File: config.mk
export PLATFORM = sky130hd
export DESIGN_NAME = mmu_ctrl_regs
export DESIGN_NICKNAME = d
export VERILOG_FILES = /design/src/rtl/mmu_regs_pkg.sv /design/src/rtl/mmu_sel_decode.sv /design/src/rtl/mmu_cfg_regs.sv /design/src/rtl/mmu_fault_regs.sv /design/src/rtl/mmu_ctrl_regs.sv
export SDC_FILE = /design/constraint.sdc
export NUM_CORES = 1
export LEC_CHECK = 0
export BUFFER_PORTS_ARGS = -buffer_cell sky130_fd_sc_hd__buf_2
export CAP_MARGIN = 20
export CORE_UTILIZATION = 44
export DETAILED_ROUTE_END_ITERATION = 12
export PLACE_DENSITY = 0.78
export SETUP_SLACK_MARGIN = 0.2
export SLEW_MARGIN = 20
export SYNTH_ARGS = -nofsm -noshare
export SYNTH_HDL_FRONTEND = slang
export SYNTH_SLANG_ARGS = --single-unit
export TNS_END_PERCENT = 50
File: constraint.sdc
create_clock -name clk -period 1.9 [get_ports clk]
set_input_delay 0.19 -clock clk [delete_from_list [all_inputs] [get_ports clk]]
set_output_delay 0.19 -clock clk [all_outputs]
set_load 0.02 [all_outputs]
File: src/rtl/mmu_regs_pkg.sv
package mmu_regs_pkg;
  localparam int NUM_REGS = 5;

  typedef enum logic [2:0] {
    RI_CTRL = 3'd0,
    RI_TTB  = 3'd1,
    RI_DACR = 3'd2,
    RI_FSR  = 3'd3,
    RI_FAR  = 3'd4
  } reg_idx_e;

  // primary selector code for each register slot
  function automatic logic [3:0] crn_code(input int idx);
    case (idx)
      0:       crn_code = 4'd1;
      1:       crn_code = 4'd2;
      2:       crn_code = 4'd3;
      3:       crn_code = 4'd5;
      default: crn_code = 4'd6;
    endcase
  endfunction
endpackage

File: src/rtl/mmu_sel_decode.sv
module mmu_sel_decode
  import mmu_regs_pkg::*;
#(
  parameter int NREG = NUM_REGS
) (
  input  logic [3:0]      crn,
  input  logic [2:0]      opc1,
  input  logic [3:0]      crm,
  input  logic [2:0]      opc2,
  output logic [NREG-1:0] hit
);
  logic base_ok;
  assign base_ok = (opc1 == 3'd0) && (crm == 4'd0) && (opc2 == 3'd0);

  for (genvar g = 0; g < NREG; g++) begin : g_hit
    assign hit[g] = base_ok && (crn == crn_code(g));
  end
endmodule

File: src/rtl/mmu_cfg_regs.sv
module mmu_cfg_regs #(
  parameter int DATA_W     = 32,
  parameter int CTRL_W     = 3,
  parameter int TTB_LSB    = 14,
  parameter int TTB_ATTR_W = 5
) (
  input  logic                      clk,
  input  logic                      rst,
  input  logic                      wr_ctrl,
  input  logic                      wr_ttb,
  input  logic                      wr_dacr,
  input  logic [DATA_W-1:0]         wdata,
  output logic [CTRL_W-1:0]         ctrl_q,
  output logic [DATA_W-TTB_LSB-1:0] ttb_base_q,
  output logic [TTB_ATTR_W-1:0]     ttb_attr_q,
  output logic [DATA_W-1:0]         dacr_q
);
  always_ff @(posedge clk) begin
    if (rst) begin
      ctrl_q     <= '0;
      ttb_base_q <= '0;
      ttb_attr_q <= '0;
      dacr_q     <= '0;
    end else begin
      if (wr_ctrl) ctrl_q <= wdata[CTRL_W-1:0];
      if (wr_ttb) begin
        ttb_base_q <= wdata[DATA_W-1:TTB_LSB];
        ttb_attr_q <= wdata[TTB_ATTR_W-1:0];
      end
      if (wr_dacr) dacr_q <= wdata;
    end
  end

  AST_CTRL_WRITE_LANDS: assert property (@(posedge clk) disable iff (rst)
    wr_ctrl |=> ctrl_q == $past(wdata[CTRL_W-1:0]));
  AST_DACR_HOLDS: assert property (@(posedge clk) disable iff (rst)
    !wr_dacr |=> $stable(dacr_q));
endmodule

File: src/rtl/mmu_fault_regs.sv
module mmu_fault_regs #(
  parameter int DATA_W = 32,
  parameter int FS_W   = 4,
  parameter int DOM_W  = 4
) (
  input  logic                  clk,
  input  logic                  rst,
  input  logic                  wr_fsr,
  input  logic                  wr_far,
  input  logic [DATA_W-1:0]     wdata,
  input  logic                  pabt_valid,
  input  logic [FS_W-1:0]       pabt_status,
  input  logic [DOM_W-1:0]      pabt_domain,
  input  logic                  dabt_valid,
  input  logic [FS_W-1:0]       dabt_status,
  input  logic [DOM_W-1:0]      dabt_domain,
  input  logic [DATA_W-1:0]     dabt_addr,
  output logic [FS_W+DOM_W-1:0] fsr_q,
  output logic [DATA_W-1:0]     far_q
);
  localparam int FSR_W = FS_W + DOM_W;

  logic [FSR_W-1:0] abort_word;
  always_comb begin
    // data abort outranks prefetch abort
    if (dabt_valid) abort_word = {dabt_domain, dabt_status};
    else            abort_word = {pabt_domain, pabt_status};
  end

  always_ff @(posedge clk) begin
    if (rst) begin
      fsr_q <= '0;
      far_q <= '0;
    end else begin
      if (dabt_valid || pabt_valid) fsr_q <= abort_word;
      else if (wr_fsr)              fsr_q <= wdata[FSR_W-1:0];
      if (dabt_valid)               far_q <= dabt_addr;
      else if (wr_far)              far_q <= wdata;
    end
  end

  AST_FAR_KEEP_ON_PABT: assert property (@(posedge clk) disable iff (rst)
    (pabt_valid && !dabt_valid && !wr_far) |=> $stable(far_q));
  AST_FAR_DABT_LOAD: assert property (@(posedge clk) disable iff (rst)
    dabt_valid |=> far_q == $past(dabt_addr));
  AST_FSR_ABORT_WINS: assert property (@(posedge clk) disable iff (rst)
    (dabt_valid && wr_fsr) |=> fsr_q == $past({dabt_domain, dabt_status}));
  AST_FSR_DABT_FIRST: assert property (@(posedge clk) disable iff (rst)
    (dabt_valid && pabt_valid) |=> fsr_q[FS_W-1:0] == $past(dabt_status));
endmodule

File: src/rtl/mmu_ctrl_regs.sv
module mmu_ctrl_regs
  import mmu_regs_pkg::*;
#(
  parameter int DATA_W     = 32,
  parameter int CTRL_W     = 3,
  parameter int TTB_LSB    = 14,
  parameter int TTB_ATTR_W = 5,
  parameter int FS_W       = 4,
  parameter int DOM_W      = 4
) (
  input  logic                      clk,
  input  logic                      rst,
  input  logic                      cp_wr_en,
  input  logic [3:0]                cp_crn,
  input  logic [2:0]                cp_opc1,
  input  logic [3:0]                cp_crm,
  input  logic [2:0]                cp_opc2,
  input  logic [DATA_W-1:0]         cp_wdata,
  output logic [DATA_W-1:0]         cp_rdata,
  input  logic                      pabt_valid,
  input  logic [FS_W-1:0]           pabt_status,
  input  logic [DOM_W-1:0]          pabt_domain,
  input  logic                      dabt_valid,
  input  logic [FS_W-1:0]           dabt_status,
  input  logic [DOM_W-1:0]          dabt_domain,
  input  logic [DATA_W-1:0]         dabt_addr,
  output logic                      mmu_en,
  output logic                      align_chk_en,
  output logic                      cache_en,
  output logic [DATA_W-TTB_LSB-1:0] ttb_base,
  output logic [DATA_W-1:0]         dacr_out
);
  localparam int BASE_W = DATA_W - TTB_LSB;
  localparam int FSR_W  = FS_W + DOM_W;

  logic [NUM_REGS-1:0] hit;
  logic [NUM_REGS-1:0] wr;
  logic [CTRL_W-1:0]     ctrl_q;
  logic [BASE_W-1:0]     base_q;
  logic [TTB_ATTR_W-1:0] attr_q;
  logic [DATA_W-1:0]     dacr_q;
  logic [FSR_W-1:0]      fsr_q;
  logic [DATA_W-1:0]     far_q;
  logic [DATA_W-1:0]     view [NUM_REGS];

  mmu_sel_decode #(.NREG(NUM_REGS)) i_dec (
    .crn(cp_crn), .opc1(cp_opc1), .crm(cp_crm), .opc2(cp_opc2), .hit(hit)
  );

  assign wr = hit & {NUM_REGS{cp_wr_en}};

  mmu_cfg_regs #(
    .DATA_W(DATA_W), .CTRL_W(CTRL_W), .TTB_LSB(TTB_LSB), .TTB_ATTR_W(TTB_ATTR_W)
  ) i_cfg (
    .clk(clk), .rst(rst),
    .wr_ctrl(wr[RI_CTRL]), .wr_ttb(wr[RI_TTB]), .wr_dacr(wr[RI_DACR]),
    .wdata(cp_wdata),
    .ctrl_q(ctrl_q), .ttb_base_q(base_q), .ttb_attr_q(attr_q), .dacr_q(dacr_q)
  );

  mmu_fault_regs #(.DATA_W(DATA_W), .FS_W(FS_W), .DOM_W(DOM_W)) i_flt (
    .clk(clk), .rst(rst),
    .wr_fsr(wr[RI_FSR]), .wr_far(wr[RI_FAR]), .wdata(cp_wdata),
    .pabt_valid(pabt_valid), .pabt_status(pabt_status), .pabt_domain(pabt_domain),
    .dabt_valid(dabt_valid), .dabt_status(dabt_status), .dabt_domain(dabt_domain),
    .dabt_addr(dabt_addr),
    .fsr_q(fsr_q), .far_q(far_q)
  );

  // zero-extended read views, gaps and reserved bits forced to 0
  always_comb begin
    view[RI_CTRL] = {{(DATA_W-CTRL_W){1'b0}}, ctrl_q};
    view[RI_TTB]  = {base_q, {(TTB_LSB-TTB_ATTR_W){1'b0}}, attr_q};
    view[RI_DACR] = dacr_q;
    view[RI_FSR]  = {{(DATA_W-FSR_W){1'b0}}, fsr_q};
    view[RI_FAR]  = far_q;
  end

  always_comb begin
    cp_rdata = '0;
    for (int i = 0; i < NUM_REGS; i++)
      if (hit[i]) cp_rdata = cp_rdata | view[i];
  end

  assign mmu_en       = ctrl_q[0];
  assign align_chk_en = ctrl_q[1];
  assign cache_en     = ctrl_q[2];
  assign ttb_base     = base_q;
  assign dacr_out     = dacr_q;

  AST_UNMAPPED_READS_ZERO: assert property (@(posedge clk) disable iff (rst)
    (hit == '0) |-> (cp_rdata == '0));
  AST_TTB_GAP_ZERO: assert property (@(posedge clk) disable iff (rst)
    hit[RI_TTB] |-> (cp_rdata[TTB_LSB-1:TTB_ATTR_W] == '0));
  AST_SEL_ONEHOT: assert property (@(posedge clk) disable iff (rst)
    $onehot0(hit));
endmodule

==> out/qor.txt <==
Die area - 11,300 um^2
Hold Path Class - in -> reg
Clock tree buffer depth - 2
Post-synthesis sequential area ratio - 0.412
Most used DFF post-synth - dfxtp_1
Total Nets Final - 877
Die Y - 106 um
Met3 global-route usage - 0.0558
Final setup TNS - -5.19 ns
CP startpoint kind - input pin
Worst slew pin tran - 0.457 ns
Failing checks - setup timing
Final Cycle Share - 1.06
Worst-path fanout max - 8
Initial antenna violation count - 0
CTS tree - built
Layout cells sized above 1 - 0.358
Syn_area_per_cell - 7.95 um^2
Post-Syn Instances - 600
Pin count of the biggest net entering global routing - 107
Met1 Resource Use GR - 0.358
Cell depth of the worst min-delay path - 3
CP peak stage delay - 0.59 ns
Clk Latency, worst-skew pair - 0.36 ns
Most frequent cells in the layout - 150 x nand2_1, 148 x buf_2, 98 x dfxtp_1
Starting Density - 0.458
Pre-antenna DRT Iters - 8
Leakage - 3.16 nW
CP arrival - 1.83 ns
Crit. End Element - output port
Final setup vio count - 63
Synth async-reset ratio - 0
Synthesis Warnings - 0
RSZ-0062 raised after global routing - yes
Routability congestion estimate - 0.898
ANT nets after route - 0
Die Width - 106 um
Max VDD drop - 0.325 mV
Synth Net Count - 699
Total gr overflow - 0
Layout Skew - 0 ns
FMAX - 494 MHz
Final Core Density - 0.649
Antenna Cells - 0
H-tree depth - 3
Most frequent CP cell - buf_6
Worst EP required - 1.71 ns
Vias in the first global route - 5,117
# clock sinks - 98
Critical path depth - 8
Hold Crit Start - dabt_addr[11]
Final wirelength - 16,900 um
1st-iter DRT viols - 603
Vias post-DR - 5,456
I/O Buffers - 183
Cell Chain, Critical Path - buf_6 -> or4_4 -> nor4_4 -> buf_6 -> buf_12 -> a222oi_1 -> inv_1 -> buf_6
CORE AREA - 10,400 um^2
Slowest CP cell - or4_4
Total Routing Usage GR - 0.286
DRC viols - 0
Root Driver - clkbuf_8
Synth Cell Area - 4770 um^2
Ports - 184
Max Slew Vio Count - 0
Reg2reg start - i_flt.far_q[20]$_SDFFE_PP0P_
Most Crowded Layer GR - met2
CP delay by family, top - simple AND/OR/NAND/NOR gates
Area grow syn2layout - 41.7%
Worst path bufs/invs - 5
Worst Hold End - i_flt.far_q[11]$_SDFFE_PP0P_
DPL Wire Length - 10,600 um
Clk slew on worst S/H paths - 0.09 ns
Worst r2r dst - i_flt.far_q[20]$_SDFFE_PP0P_
First-pass GRT wire length - 25,500 um
Vias per cell - 5.94
Critical setup path kind - in -> out
Flops & latches, synth - 98
Average wire per standard cell - 18.4 um
Status - complete, but fails checks
Power density cells - 596 nW/um^2
R2r worst-path depth - 2
Maxcap violations - 0
Final Critical Period - 2.02 ns
Netlist cell types - 41
Setup slack, reg-to-reg - 1.09 ns
Final hold vios - 0
CTS buffer count - 9
Met2 Use GR - 0.498
Slew margin rel. - 0.695
Site Rows - 37
Number of enable flip-flop cells after synthesis - 0
Fin worst setup slack - -0.122 ns
Leading cell type in the layout, fill and taps excluded - nand2_1
==> cell families (layout without fill, tap and decap cells) <==
logic type             count (synthesis)  after routing  synth area share
AO/OA/AOI/OAI                        168            168             0.250
AND/OR/NAND/NOR                      198            198             0.192
multiplexers                          23             23            0.0509
flip-flops                            98             98             0.412
buffers and inverters                113            296            0.0950
==> worst reg2reg max path: stages (launching register included) <==
cell and delay [ns]:
dfxtp_1 0.40, nand2_1 0.08, a221oi_1 0.25
==> where the power goes <==
group | internal [mW] | total (mW) | switching [mW]
Combinational | 0.218 | 0.458 | 0.240
Clock | 0.688 | 1.42 | 0.729
Sequential | 2.11 | 2.15 | 0.0370
==> final cells by class <==
class	count	area (um^2)
Multi-Input combinational cell	389	2540
Clock buffer	13	159
Fill cell	867	3660
Timing Repair Buffer	226	1680
Inverter	54	203
Clock inverter	3	46.3
Tap cell	136	170
Sequential cell	98	1960
==> how the worst max path moves through the flow <==
stage | from | to | slack [ns]
floorplan | cp_crn[3] | i_flt.fsr_q[5]$_SDFFE_PP0P_ | -0.07
global placement | cp_opc1[1] | cp_rdata[7] | -0.30
detailed placement | cp_opc1[1] | cp_rdata[7] | -0.34
CTS | cp_crm[1] | cp_rdata[7] | -0.12
global route | cp_opc2[1] | cp_rdata[7] | -0.19
finish | cp_opc2[1] | cp_rdata[7] | -0.12
==> synth_stat cells (all sizes together), types with 2 or more instances <==
cell type  number  share of area
nand2         150           0.12
dfxtp          98           0.41
a21oi          55          0.058
inv            54          0.043
clkbuf         50          0.039
a221oi         32          0.059
a31oi          32          0.042
a222oi         21          0.044
mux2i          13          0.027
mux2           10          0.024
buf             9          0.013
a211o           8          0.015
nand4b          8          0.015
a22o            7          0.013
nor4            7          0.010
a22oi           6         0.0094
nor2            5         0.0039
nor2b           4         0.0052
or4             4         0.0079
nand4           3         0.0039
nor3            3         0.0031
a32oi           2         0.0037
and4            2         0.0037
o21ai           2         0.0021
o2bb2ai         2         0.0037
or2             2         0.0026
==> through the flow <==
stage               cell area [um^2]  setup WS (ns)  power (mW)  hold slack (ns)  instances
global route                    6760         -0.195        4.19           0.0610        919
global placement                6120         -0.298        2.61            0.439        893
floorplan                       5010        -0.0742        2.42            0.330        600
CTS                             6610         -0.117        4.02           0.0502        913
finish                          6760         -0.122        4.03           0.0709        919
detailed placement              6120         -0.340        2.63            0.451        893
==> repair_timing <==
item	4_1_cts	5_1_grt
buffers inserted	3	2
resized for setup	70	7
hold buffers	0	0
cloned	1	4
pin swaps	4	16
endpoints found under the setup margin	31	71
==> state kept, by name, indices dropped and copies added (netlist names) <==
signal and flops:
i_cfg.ctrl_q 3, i_cfg.dacr_q 32, i_cfg.ttb_attr_q 5, i_cfg.ttb_base_q 18, i_flt.far_q 32, i_flt.fsr_q 8
==> metal layers <==
| layer | part of all wire | wire, um | vias up |
|---|---|---|---|
| li1 | - | - | 2507 |
| met1 | 0.39 | 6670 | 2552 |
| met2 | 0.49 | 8270 | 364 |
| met3 | 0.097 | 1640 | 33 |
| met4 | 0.020 | 333 | 0 |
| met5 | 0 | 0 | - |
Note: power is estimated with default switching activity, not from simulation.
